==> src/rtl/txr_pkg.sv <==
package txr_pkg;
   typedef enum logic [2:0] {
      ST_IDLE,
      ST_RD_FLAG,
      ST_RD_ADDR,
      ST_SEND,
      ST_WAIT,
      ST_WB
   } txr_state_e;

   localparam int OWN_BIT     = 31;
   localparam int SUM_ERR_BIT = 30;
   localparam int LAST_BIT    = 16;
   localparam int LEN_W       = 11;
   localparam int NUM_ERR     = 5;
   localparam int SZ_FIELD_W  = 16;
   // flag positions of MAC error code bits 0..4
   localparam int ERR_POS [NUM_ERR] = '{19, 26, 27, 28, 29};
endpackage

==> src/rtl/txr_wb_merge.sv <==
module txr_wb_merge
   import txr_pkg::*;
(
   input  logic [31:0]        flag_in,
   input  logic [NUM_ERR-1:0] err,
   output logic [31:0]        flag_out,
   output logic               err_any
);
   logic [31:0] sts_mask;
   logic [31:0] sts_val;

   always_comb begin
      sts_mask = '0;
      sts_val  = '0;
      for (int i = 0; i < NUM_ERR; i++) begin
         sts_mask[ERR_POS[i]] = 1'b1;
         sts_val[ERR_POS[i]]  = err[i];
      end
      sts_mask[SUM_ERR_BIT] = 1'b1;
      sts_mask[OWN_BIT]     = 1'b1;
      sts_val[SUM_ERR_BIT]  = |err;
      flag_out = (flag_in & ~sts_mask) | sts_val;
   end

   assign err_any = |err;
endmodule

==> src/rtl/txr_ring_ptr.sv <==
module txr_ring_ptr #(
   parameter int IDX_W = 16
) (
   input  logic             clk,
   input  logic             rst_n,
   input  logic             base_wr,
   input  logic             adv,
   input  logic [IDX_W-1:0] last_idx,
   output logic [IDX_W-1:0] idx
);
   generate
      if (IDX_W < 1 || IDX_W > 16) begin : g_bad_w
         $error("txr_ring_ptr: IDX_W must lie in 1..16");
      end
   endgenerate

   always_ff @(posedge clk) begin
      if (!rst_n)
         idx <= '0;
      else if (base_wr)
         idx <= '0;
      else if (adv)
         idx <= (idx == last_idx) ? '0 : idx + 1'b1;
   end


   base_reset_chk: assert property (@(posedge clk) disable iff (!rst_n)
      base_wr |=> idx == '0);


   wrap_chk: assert property (@(posedge clk) disable iff (!rst_n)
      (adv && !base_wr && idx == last_idx) |=> idx == '0);


   step_chk: assert property (@(posedge clk) disable iff (!rst_n)
      (adv && !base_wr && idx != last_idx) |=> idx == $past(idx) + 1'b1);
endmodule

==> src/rtl/txr_kick_latch.sv <==
module txr_kick_latch (
   input  logic clk,
   input  logic rst_n,
   input  logic set,
   input  logic clr,
   output logic pend
);
   always_ff @(posedge clk) begin
      if (!rst_n)
         pend <= 1'b0;
      else if (clr)
         pend <= 1'b0;
      else if (set)
         pend <= 1'b1;
   end


   pend_hold_chk: assert property (@(posedge clk) disable iff (!rst_n)
      (pend && !clr) |=> pend);
endmodule

==> src/rtl/txr_dma_engine.sv <==
module txr_dma_engine
   import txr_pkg::*;
#(
   parameter int AW    = 32,
   parameter int IDX_W = 16
) (
   input  logic               clk,
   input  logic               rst_n,
   input  logic               cfg_base_wr,
   input  logic [AW-1:0]      cfg_base,
   input  logic [31:0]        cfg_ring_sizes,
   input  logic               ctl_wr,
   input  logic [31:0]        ctl_wdata,
   output logic               mem_req,
   output logic               mem_we,
   output logic [AW-1:0]      mem_addr,
   output logic [31:0]        mem_wdata,
   input  logic               mem_ack,
   input  logic [31:0]        mem_rdata,
   output logic               frm_valid,
   input  logic               frm_ready,
   output logic [31:0]        frm_addr,
   output logic [LEN_W:0]     frm_len,
   output logic               frm_last,
   input  logic               done_valid,
   input  logic [NUM_ERR-1:0] done_err,
   output logic               tx_ok_pulse,
   output logic               tx_err_pulse
);
   localparam int OFF_W = IDX_W + 3;
   localparam logic [AW-1:0] FLAG_OFS = AW'(4);

   generate
      if (IDX_W > SZ_FIELD_W) begin : g_bad_idx
         $error("txr_dma_engine: IDX_W exceeds ring size field");
      end
      if (AW < OFF_W) begin : g_bad_aw
         $error("txr_dma_engine: AW too narrow for ring offsets");
      end
   endgenerate

   txr_state_e         state_q, state_d;
   logic [AW-1:0]      base_q;
   logic [31:0]        flag_q;
   logic [31:0]        addr_q;
   logic [NUM_ERR-1:0] err_q;
   logic [IDX_W-1:0]   idx;
   logic [AW-1:0]      desc_addr;
   logic [31:0]        wb_flag;
   logic               err_any;
   logic               kick, pend, consume, adv;
   logic               unused_in;

   assign unused_in = ^{cfg_ring_sizes, ctl_wdata[31:1]};
   assign kick      = ctl_wr & ctl_wdata[0];
   assign adv       = (state_q == ST_WB) && mem_ack;
   assign consume   = (state_q == ST_RD_FLAG) && mem_ack &&
                      !mem_rdata[OWN_BIT] && (pend || kick);

   txr_ring_ptr #(.IDX_W(IDX_W)) u_ptr (
      .clk      (clk),
      .rst_n    (rst_n),
      .base_wr  (cfg_base_wr),
      .adv      (adv),
      .last_idx (cfg_ring_sizes[IDX_W-1:0]),
      .idx      (idx)
   );

   txr_kick_latch u_kick (
      .clk   (clk),
      .rst_n (rst_n),
      .set   (kick && state_q != ST_IDLE),
      .clr   (consume),
      .pend  (pend)
   );

   txr_wb_merge u_merge (
      .flag_in  (flag_q),
      .err      (err_q),
      .flag_out (wb_flag),
      .err_any  (err_any)
   );

   assign desc_addr = base_q + {{(AW-OFF_W){1'b0}}, idx, 3'b000};

   always_comb begin
      state_d = state_q;
      unique case (state_q)
         ST_IDLE:    if (kick) state_d = ST_RD_FLAG;
         ST_RD_FLAG: if (mem_ack) begin
                        if (mem_rdata[OWN_BIT])   state_d = ST_RD_ADDR;
                        else if (!(pend || kick)) state_d = ST_IDLE;
                     end
         ST_RD_ADDR: if (mem_ack)    state_d = ST_SEND;
         ST_SEND:    if (frm_ready)  state_d = ST_WAIT;
         ST_WAIT:    if (done_valid) state_d = ST_WB;
         ST_WB:      if (mem_ack)    state_d = ST_RD_FLAG;
         default:                    state_d = ST_IDLE;
      endcase
   end

   always_ff @(posedge clk) begin
      if (!rst_n) begin
         state_q      <= ST_IDLE;
         base_q       <= '0;
         flag_q       <= '0;
         addr_q       <= '0;
         err_q        <= '0;
         tx_ok_pulse  <= 1'b0;
         tx_err_pulse <= 1'b0;
      end else begin
         state_q <= state_d;
         if (cfg_base_wr)
            base_q <= cfg_base;
         if (state_q == ST_RD_FLAG && mem_ack)
            flag_q <= mem_rdata;
         if (state_q == ST_RD_ADDR && mem_ack)
            addr_q <= mem_rdata;
         if (state_q == ST_WAIT && done_valid)
            err_q <= done_err;
         tx_ok_pulse  <= adv && !err_any;
         tx_err_pulse <= adv && err_any;
      end
   end

   assign mem_req   = (state_q == ST_RD_FLAG) || (state_q == ST_RD_ADDR) ||
                      (state_q == ST_WB);
   assign mem_we    = (state_q == ST_WB);
   assign mem_addr  = (state_q == ST_RD_ADDR) ? desc_addr : desc_addr + FLAG_OFS;
   assign mem_wdata = wb_flag;

   assign frm_valid = (state_q == ST_SEND);
   assign frm_addr  = addr_q;
   assign frm_len   = {1'b0, flag_q[LEN_W-1:0]} + 1'b1;
   assign frm_last  = flag_q[LAST_BIT];


   mem_hold_chk: assert property (@(posedge clk) disable iff (!rst_n)
      (mem_req && !mem_ack) |=> (mem_req && $stable(mem_addr) && $stable(mem_we)));


   frm_hold_chk: assert property (@(posedge clk) disable iff (!rst_n)
      (frm_valid && !frm_ready) |=> (frm_valid && $stable(frm_addr) && $stable(frm_len)));


   wb_own_clear_chk: assert property (@(posedge clk) disable iff (!rst_n)
      (mem_req && mem_we) |-> !mem_wdata[OWN_BIT]);


   irq_excl_chk: assert property (@(posedge clk) disable iff (!rst_n)
      !(tx_ok_pulse && tx_err_pulse));


   irq_after_wb_chk: assert property (@(posedge clk) disable iff (!rst_n)
      (tx_ok_pulse || tx_err_pulse) |-> $past(mem_req && mem_we && mem_ack));
endmodule

==> config.mk <==
export PLATFORM = sky130hd
export DESIGN_NAME = txr_dma_engine
export DESIGN_NICKNAME = d
export VERILOG_FILES = /design/src/rtl/txr_pkg.sv /design/src/rtl/txr_wb_merge.sv /design/src/rtl/txr_ring_ptr.sv /design/src/rtl/txr_kick_latch.sv /design/src/rtl/txr_dma_engine.sv
export SDC_FILE = /design/constraint.sdc
export NUM_CORES = 1
export LEC_CHECK = 0
export BUFFER_PORTS_ARGS = -buffer_cell sky130_fd_sc_hd__buf_2
export CORE_AREA = 3 3 126 128
export DETAILED_ROUTE_END_ITERATION = 10
export DIE_AREA = 0 0 129 131
export GPL_ROUTABILITY_DRIVEN = 0
export PLACE_DENSITY = 0.77
export SYNTH_ARGS = -nofsm -noshare
export SYNTH_HDL_FRONTEND = slang
export SYNTH_SLANG_ARGS = --single-unit
==> constraint.sdc <==
create_clock -name clk -period 3.6 [get_ports clk]
set_clock_uncertainty 0.2 [all_clocks]
set_input_delay 0.36 -clock clk [delete_from_list [all_inputs] [get_ports clk]]
set_output_delay 0.36 -clock clk [all_outputs]
set_load 0.02 [all_outputs]
After elaboration in Yosys (flattened, before gate mapping)
Index checks and enable logic that the tools add are counted.
- word-level logic and storage cells: 60
- output and inout port bits: 114
- register bits after elaboration: 117
- input bits: 140
- bitwise logic cells: 3
- add/subtract/negate cells: 4
- mux-type cells: 11
- reductions and logical operators: 20
- equality and inequality tests: 13
- operators by type and width (kind ; number):
    32-bit by 19-bit adder with 32-bit output ; 1
    32-bit by 3-bit adder with 32-bit output (second input constant) ; 1
    32-bit two-way mux ; 1
    26-bit by 31-bit bitwise OR with 31-bit output ; 1
    3-bit two-way mux ; 8
    3-bit one-hot mux with 6 select lines ; 1
    16-bit by 1-bit adder with 16-bit output (second input constant) ; 1
    16-bit == test ; 1
    16-bit two-way mux ; 1
    11-bit by 1-bit adder with 12-bit output (second input constant) ; 1
    1-bit logical AND ; 9
    2-bit inequality test (second input constant) ; 4
    7-bit AND reduction ; 1
    3-bit by 2-bit == test with 1-bit output (second input constant) ; 2
    3-bit == test (second input constant) ; 2
    5-bit OR reduction ; 1
    2-bit by 1-bit inequality test with 1-bit output (second input constant) ; 2
    2-bit OR reduction ; 2
    3-bit by 1-bit == test with 1-bit output (second input constant) ; 1
    3-bit zero test ; 1
    1-bit logical OR ; 3
    3-bit inequality test (second input constant) ; 1
    3-bit nonzero test ; 1
    1-bit zero test ; 2
    other kinds (2) ; 2

Longest topological paths before layout
Gate-level depths: netlist (run 1).
- depth after elaboration: 6
- depth in mapped cells: 12
- gate-level depth less buffers: 12

Hierarchy
Synthesis (run 1) repeated with hierarchy kept, for this count alone.
- cells, all modules: 880
- area, all modules: 7236.9 um2
- by module, submodules not included (module ; cells each ; sequential area each (um2) ; instances ; area each (um2)):
    txr_dma_engine ; 741 ; 2122.0 ; 1 ; 6072.1
    txr_ring_ptr ; 100 ; 320.3 ; 1 ; 872.1
    txr_wb_merge ; 36 ; 0.0 ; 1 ; 256.5
    txr_kick_latch ; 3 ; 20.0 ; 1 ; 36.3

Worst setup path after synthesis (run 1)
OpenSTA, ideal clock, no wires.
- path kind: reg2out
- start: reg u_ptr.idx[0]
- end: out mem_addr[30]
- buffers on the path: 0
- data required time: 3.040 ns
- path slack: -0.359 ns
- arrival time: 3.399 ns
- stages on the path, launching flop included: 13
- path through: dfxtp_1 > ha_1 > inv_1 > fa_1 > nor2b_1 > o21ai_2 > a2111oi_2 > nor3_1 > nor3b_1 > xnor2_1 > or4b_1 > nand4b_1 > xor2_1
- longest elaborated chain between the ends: 3
- ends and longest elaborated chain (what ; RTL line ; source):
    start: declaration ; txr_ring_ptr.sv:9 ; output logic [IDX_W-1:0] idx
    start signal: assignment ; txr_ring_ptr.sv:23 ; idx <= (idx == last_idx) ? '0 : idx + 1'b1;
    32-bit by 19-bit adder with 32-bit output * ; txr_dma_engine.sv:84 ; assign desc_addr = base_q + {{(AW-OFF_W){1'b0}}, idx, 3'b000};
    32-bit by 3-bit adder with 32-bit output ; txr_dma_engine.sv:129 ; assign mem_addr = (state_q == ST_RD_ADDR) ? desc_addr : desc_addr + FLAG_OFS;
    32-bit two-way mux * ; txr_dma_engine.sv:129 ;
    end: declaration ; txr_dma_engine.sv:16 ; output logic [AW-1:0] mem_addr,
Every way passes the cells marked *; elsewhere a longest branch is shown, timed or not.

Worst setup path after layout (run 1)
- start: reg base_q[10]
- end: out mem_addr[30]
- longest elaborated chain between the ends: 3
- ends and longest elaborated chain (what ; RTL line ; source):
    start: declaration ; txr_dma_engine.sv:43 ; logic [AW-1:0] base_q;
    start signal: assignment ; txr_dma_engine.sv:114 ; base_q <= cfg_base;
    32-bit by 19-bit adder with 32-bit output * ; txr_dma_engine.sv:84 ;
    32-bit by 3-bit adder with 32-bit output ; txr_dma_engine.sv:129 ;
    32-bit two-way mux * ; txr_dma_engine.sv:129 ;
Marked as above.

==> results of run 1 <==
worst max-delay path, delay by kind of cell, from the launching register on:
kind	cells	cell delay, ns
compound gates	2	0.33
xor+xnor	2	0.39
fa+ha+maj	1	0.29
simple gates	5	1.84
buf+inv	1	0.17
flops	1	0.35
layer usage:
metal / GRT usage / vias to the layer above / part of all wire
met5: 0 / - / 0
met4: 0.128 / 0 / 0.031
met3: 0.0646 / 70 / 0.065
met2: 0.492 / 355 / 0.52
met1: 0.300 / 3685 / 0.38
li1: - / 3716 / -
state kept, by name, indices dropped and copies added, names as in the netlist:
| signal | count |
|---|---|
| tx_ok_pulse | 1 |
| err_q | 5 |
| u_ptr.idx | 16 |
| tx_err_pulse | 1 |
| state_q | 3 |
| u_kick.pend | 1 |
| flag_q | 25 |
| frm_addr | 32 |
| base_q | 32 |
final timing paths:
path	from	to	slack [ns]	cells past startpoint
worst max-delay path	base_q[10]	mem_addr[30]	-0.74	11
worst min-delay path	cfg_base[16]	base_q[16]	0.008	3
worst max register to register	state_q[0]	flag_q[18]	1.24	6
worst min register to register	frm_addr[14]	frm_addr[14]	0.25	2
through the flow:
step                      power (µW)   util  setup WS, ns  hold slack (ns)  cell area [µm²]
final                           4230  0.720        -0.742          0.00835            10800
after global routing            4390  0.720        -0.882           0.0216            10800
after CTS                       4190  0.698        -0.599         0.000527            10400
after detailed placement        2390  0.601        -0.267            0.243             9000
after global placement          2370  0.601        -0.161            0.238             9000
after floorplan                 2040      -       -0.0132            0.262             6960
area by class of cell:
class	instances	area, µm²
Clock inverter	15	183
Tap cell	188	235
Clock buffer	17	425
Sequential cell	116	2340
Multi-Input combinational cell	677	4680
Inverter	12	45.0
Fill cell	1050	4190
Timing Repair Buffer	419	2880
timing repair:
action / 4_1_cts / 5_1_grt
setup buffers: 7 / 14
pin swaps: 8 / 28
hold endpoints to repair: 82 / 0
hold buffers: 59 / 0
endpoints found under the setup margin: 19 / 21
resized for setup: 44 / 58
Yosys cell counts (3+ instances only):
master,n,area [µm²]
nor3_1,18,90.1
buf_4,7,52.6
clkbuf_1,31,116
nand4_1,26,163
nor4_1,7,43.8
o21ai_1,10,50.1
nand3_1,16,80.1
buf_2,8,40.0
a211oi_1,6,45.0
and2_1,6,37.5
nor2_1,94,353
nor4b_1,3,26.3
buf_1,4,15.0
a21boi_0,4,30.0
inv_1,10,37.5
and4_1,5,43.8
xnor2_1,43,377
o21ai_0,14,70.1
o211ai_1,3,22.5
or2_2,3,18.8
o21a_1,6,45.0
or3_1,5,31.3
ha_1,19,238
a21o_1,4,30.0
and3_1,5,31.3
nor2b_1,5,31.3
dfxtp_1,116,2320
nand2_1,168,631
a21oi_1,81,405
nor3b_1,3,22.5
xor2_1,40,350
mux2i_1,37,370
nand2b_1,4,25.0
where the power goes:
part / switching (µW) / internal, µW / leakage [µW]
registers: 86.0 / 1380 / 0.000949
clock network: 701 / 1050 / 0.000298
logic: 605 / 405 / 0.00351
kinds of logic after synthesis:
kind of cell    count (synthesis)  synth area share
xor+xnor                       84             0.111
flops                         116             0.348
simple gates                  384             0.268
fa+ha+maj                      20            0.0386
buf+inv                        62            0.0403
compound gates                151             0.138
other cells                     1          0.000562
mux                            37            0.0555
==> flow_summary_export.csv, run 1 <==
group,metric,value,unit
global_route,overflow,0,
clock_tree,clk_path_buf_depth,2,
floorplan,row_count,45,
clock_tree,clock_latency,0.42,ns
layout,fin_cells,1444,
route,avgViaCountPerCell,5.42,
status,failed_checks,"setup timing",
floorplan,core_area,15000,µm²
global_route,antenna_found_initial,0,
critical_path,crit_chain,"ha_4, nand4_1, or4_4, a21oi_4, o311ai_4, xor2_2, nor4_4, or4b_4, nand4b_1, xor2_2, buf_4",
floorplan,initial_core_util,0.446,
sta,setup_slack,-0.742,ns
global_route,grt_max_degree,98,
clock_tree,cts_inserted_buffers,17,
place,port_buffers,205,
logic_synthesis,ys_types,70,
global_route,grt_pass1_vias,7608,
logic_synthesis,syn_avg_cell_area,7.81,µm²
critical_path,required,3.04,ns
route,drc,0,
critical_path,cpMostUsedCell,"xor2_2",
logic_synthesis,synthCells,855,
clock_tree,clk_pin_slew,0.06,ns
critical_path,end_kind,"output pin",
sta,finalMaxSlewViolations,0,
sta,hold_violations,0,
logic_synthesis,synth_area,6680,µm²
sta,finalSetupViolCount,20,
global_route,grt_pass1_wl,36.6,mm
sta,slew_headroom,0.233,
floorplan,ios,254,
clock_tree,tritoncts,"built",
logic_synthesis,synth_ff_type,"dfxtp_1",
logic_synthesis,ys_ff_latch,116,
critical_path,start_kind,"flop",
sta,timing.fmax,230,MHz
logic_synthesis,yosysWarnings,0,
route,drtPass1Iterations,5,
layout,final_common_cell,"buf_2",
floorplan,die-area,16900,µm²
status,outcome,"finished with violations",
layout,diodes,0,
pwr,ir_worst_vdd,0.413,mV
layout,area_delta_synth_final,61.6,%
sta,timing.final.crit_share,1.21,
route,wl_per_cell,17.2,µm
route,antenna_left,0,
logic_synthesis,seq_area_frac_synth,0.348,
global_route,grt.total_usage,0.272,
floorplan,die-width,129,µm
clock_tree,clock-root-buffer,"clkbuf_16",
pwr,p_leak,0.00476,µW
clock_tree,cts.htree.levels,4,
floorplan,die_y,131,µm
layout,drive_gt1_frac,0.396,
critical_path,path_class,"reg -> out",
min_path,hp-class,"in -> reg",
critical_path,cp.arrival,3.78,ns
layout,most-common-layout-cells,"buf_2, buf_4, nand2_1",
logic_synthesis,synth_edf_count,0,
route,vias,7826,
sta,period_needed,4.34,ns
critical_path,path_max_fanout,3,
critical_path,cpMaxStageDelayCell,"or4_4",
sta,tns,-9.47,ns
route,drtIter0Drc,541,
clock_tree,cts.sink_count,116,
logic_synthesis,synth-async-reset-ratio,0,
route,wl,24.8,mm
pwr,powerDensity,392,nW/µm²
layout,nets,1403,
run,drv_cap,0,
sta,rsz0062_at_grt,"true",
place,dp_cells,1334,
critical_path,slowest_delay,0.60,ns
place,dp_hpwl,15.8,mm
sta,worst_pin_slew,1.15,ns
logic_synthesis,synth_nets,1015,
(Power assumes the default switching activity.)
==> run 2, diff against run 1 <==
Settings changed: ABC_AREA set to 1, CORE_AREA 3 3 126 128 to 3 3 133 135, DIE_AREA 0 0 129 131 to 0 0 136 138, PLACE_DENSITY 0.77 to 0.75.
==> run 2 against run 1 <==
The flow now finishes without violations. Worst setup slack improved by 0.83 ns. Die area grew 11%. First-iteration DRC count shrank 2.4%. Critical endpoint is now mem_addr[23]. Sequential power up 6%. Count of clock-buffer cells in the layout is the same. Synthesized cell count rose by 36%. Total power grew 6.1%. Routed wire length is 6.0% lower. Worst hold slack lost 0.00060 ns. Critical path depth grew 6. Clock power is 3% lower. Final cell count up 13%.
==> flow_summary_export.csv, run 2 <==
group,metric,value,unit
critical_path,cp.arrival,2.95,ns
sta,slew_headroom,0.378,
place,dp_cells,1561,
critical_path,end_kind,"output pin",
place,pre_cts_slack,0.119,ns
layout,most-common-layout-cells,"nand2_1, buf_2, nor2_1",
layout,fill_cells,1540,
global_route,grt_pass1_wl,37.5,mm
run,drv_cap,0,
logic_synthesis,synth_most_common_cell,"nand2_1",
logic_synthesis,synth_ff_type,"dfxtp_1",
sta,tns,0,ns
logic_synthesis,yosysWarnings,0,
critical_path,start_kind,"flop",
pwr,p_leak,0.00487,µW
pwr,ir_worst_vdd,0.301,mV
logic_synthesis,yosysTopAreaCellShare,0.313,
min_path,hp-class,"in -> reg",
route,wl,23.4,mm
floorplan,die_y,138,µm
logic_synthesis,synth-async-reset-ratio,0,
logic_synthesis,synthTopCellsByArea,"dfxtp_1, nand2_1, nor2_1",
route,wl_per_cell,14.4,µm
status,outcome,"finished, final reports clean",
logic_synthesis,ys_types,40,
sta,timing.fmax,285,MHz
route,drtIter0Drc,528,
global_route,antenna_found_initial,0,
global_route,grt_max_degree,66,
critical_path,path_max_fanout,6,
logic_synthesis,ys_ff_latch,116,
route,drc,0,
floorplan,die-width,136,µm
pwr,powerDensity,449,nW/µm²
floorplan,row_count,47,
sta,hold_violations,0,
route,avgViaCountPerCell,5.08,
min_path,whs_path_depth,3,
floorplan,ios,254,
critical_path,path_class,"reg -> out",
global_route,grt_pass1_vias,7941,
logic_synthesis,synth_nets,1327,
global_route,grt.total_usage,0.242,
clock_tree,tritoncts,"built",
layout,nets,1554,
critical_path,r2r_slack,0.99,ns
layout,final_common_cell,"nand2_1",
logic_synthesis,synthCells,1167,
clock_tree,cts.sink_count,116,
sta,rsz0062_at_grt,"true",
sta,finalSetupViolCount,0,
layout,diodes,0,
place,port_buffers,205,
sta,period_needed,3.51,ns
layout,area_delta_synth_final,34.9,%
critical_path,r2r-start,"state_q[2]",
critical_path,worst_r2r_endpoint,"frm_addr[29]",
route,vias,8266,
clock_tree,cts.htree.levels,4,
logic_synthesis,synth_area,7410,µm²
sta,setup_slack,0.0911,ns
floorplan,die-area,18800,µm²
floorplan,core_area,16600,µm²
logic_synthesis,syn_avg_cell_area,6.35,µm²
layout,drive_gt1_frac,0.289,
floorplan,initial_core_util,0.447,
min_path,hp-start,"mem_rdata[5]",
layout,fin_util,0.603,
route,antenna_left,0,
layout,stdcell_area,10000,µm²
clock_tree,clk_path_buf_depth,2,
layout,fin_cells,1627,
route,drtPass1Iterations,5,
clock_tree,clock-root-buffer,"clkbuf_16",
logic_synthesis,yosys.area.top_type,"dfxtp_1",
clock_tree,cts_inserted_buffers,17,
critical_path,required,3.04,ns
global_route,overflow,0,
logic_synthesis,synth_common_cells,"nand2_1, nor2_1, inv_1",
place,dp_hpwl,17.2,mm
clock_tree,clk_pin_slew,0.06,ns
sta,worst_pin_slew,0.932,ns
logic_synthesis,seq_area_frac_synth,0.313,
clock_tree,clock_latency,0.41,ns
logic_synthesis,synth_edf_count,0,
critical_path,ff2ff_path_depth,8,
place,placed_area,8600,µm²
sta,timing.final.crit_share,0.975,
min_path,hold_end,"flag_q[5]",
sta,finalMaxSlewViolations,0,
-- run 2: cell types whose count changed after synthesis, sizes merged, moves of 6 or more --
cell   previous run  this run
xnor2            43        12
o21ai            25        70
buf              19        12
mux2i            37         0
nand2           169       298
nand4            26        16
a21oi            83        65
inv              12       147
nand3            16       115
o21a              6         0
nor2             94       179
-- run 2: worst max path at each step --
stage,from,to,cells past startpoint
3_5_place_dp,u_ptr.idx[0],mem_addr[26],19
5_1_grt,u_ptr.idx[0],mem_addr[24],20
4_1_cts,base_q[3],mem_addr[24],20
2_1_floorplan,u_ptr.idx[0],mem_addr[20],17
3_3_place_gp,u_ptr.idx[0],mem_addr[26],19
6_report,u_ptr.idx[1],mem_addr[23],17
-- run 2: critical path: stages (launching register included) --
cell,delay [ns]
dfxtp_2,0.39
inv_1,0.12
fa_2,0.44
inv_2,0.09
nand2_2,0.06
nand2_4,0.09
nand3_2,0.08
nand2_2,0.09
inv_1,0.08
nor2_2,0.13
nand2_2,0.09
nor2_4,0.15
nand3_4,0.11
nor2_4,0.21
nand2_2,0.08
xor2_1,0.14
inv_1,0.06
buf_6,0.12
-- run 2: cells by family after synthesis --
group / Yosys count / share of synthesized area
AO/OA/AOI/OAI: 143 / 0.101
XOR/XNOR: 55 / 0.0660
adder cells (fa/ha/maj): 20 / 0.0348
buffers and inverters: 190 / 0.101
flip-flops: 116 / 0.313
other: 1 / 0.000506
AND/OR/NAND/NOR: 642 / 0.384
-- run 2: layout make-up --
cell class | instances | area, µm² | share of cell area
tap | 220 | 275 | 0.0275
clock buffer | 17 | 425 | 0.0425
clock inverter | 15 | 166 | 0.0166
multi-input combinational | 861 | 4760 | 0.476
sequential | 116 | 2350 | 0.235
timing repair buffer | 250 | 1470 | 0.147
inverter | 148 | 556 | 0.0555
-- run 2: power breakdown --
part | switching (µW) | internal, µW
Sequential | 123 | 1440
Combinational | 826 | 407
Clock | 659 | 1040
Total | 1610 | 2880
-- run 2: per-layer routing --
metal	track usage	wire length, µm	vias to the layer above
li1	-	-	4173
met3	0.0480	1480	41
met1	0.292	9650	3768
met2	0.422	11700	284
met5	0	0	-
met4	0.0902	544	0
-- run 2: stage by stage --
step,total power (µW),hold WS [ns]
2_1_floorplan,2340,0.264
5_1_grt,4720,0.00569
6_report,4490,0.00775
4_1_cts,4470,0.000254
3_3_place_gp,2730,0.245
3_5_place_dp,2740,0.250
-- run 2: timing repair --
| action | in CTS | in global routing |
|---|---|---|
| pin swaps | 3 | 36 |
| setup endpoints to repair | 21 | 17 |
| cloned | 0 | 0 |
| hold endpoints to repair | 25 | 0 |
| buffers inserted | 1 | 8 |
| resized for setup | 14 | 123 |
| hold buffers | 25 | 0 |
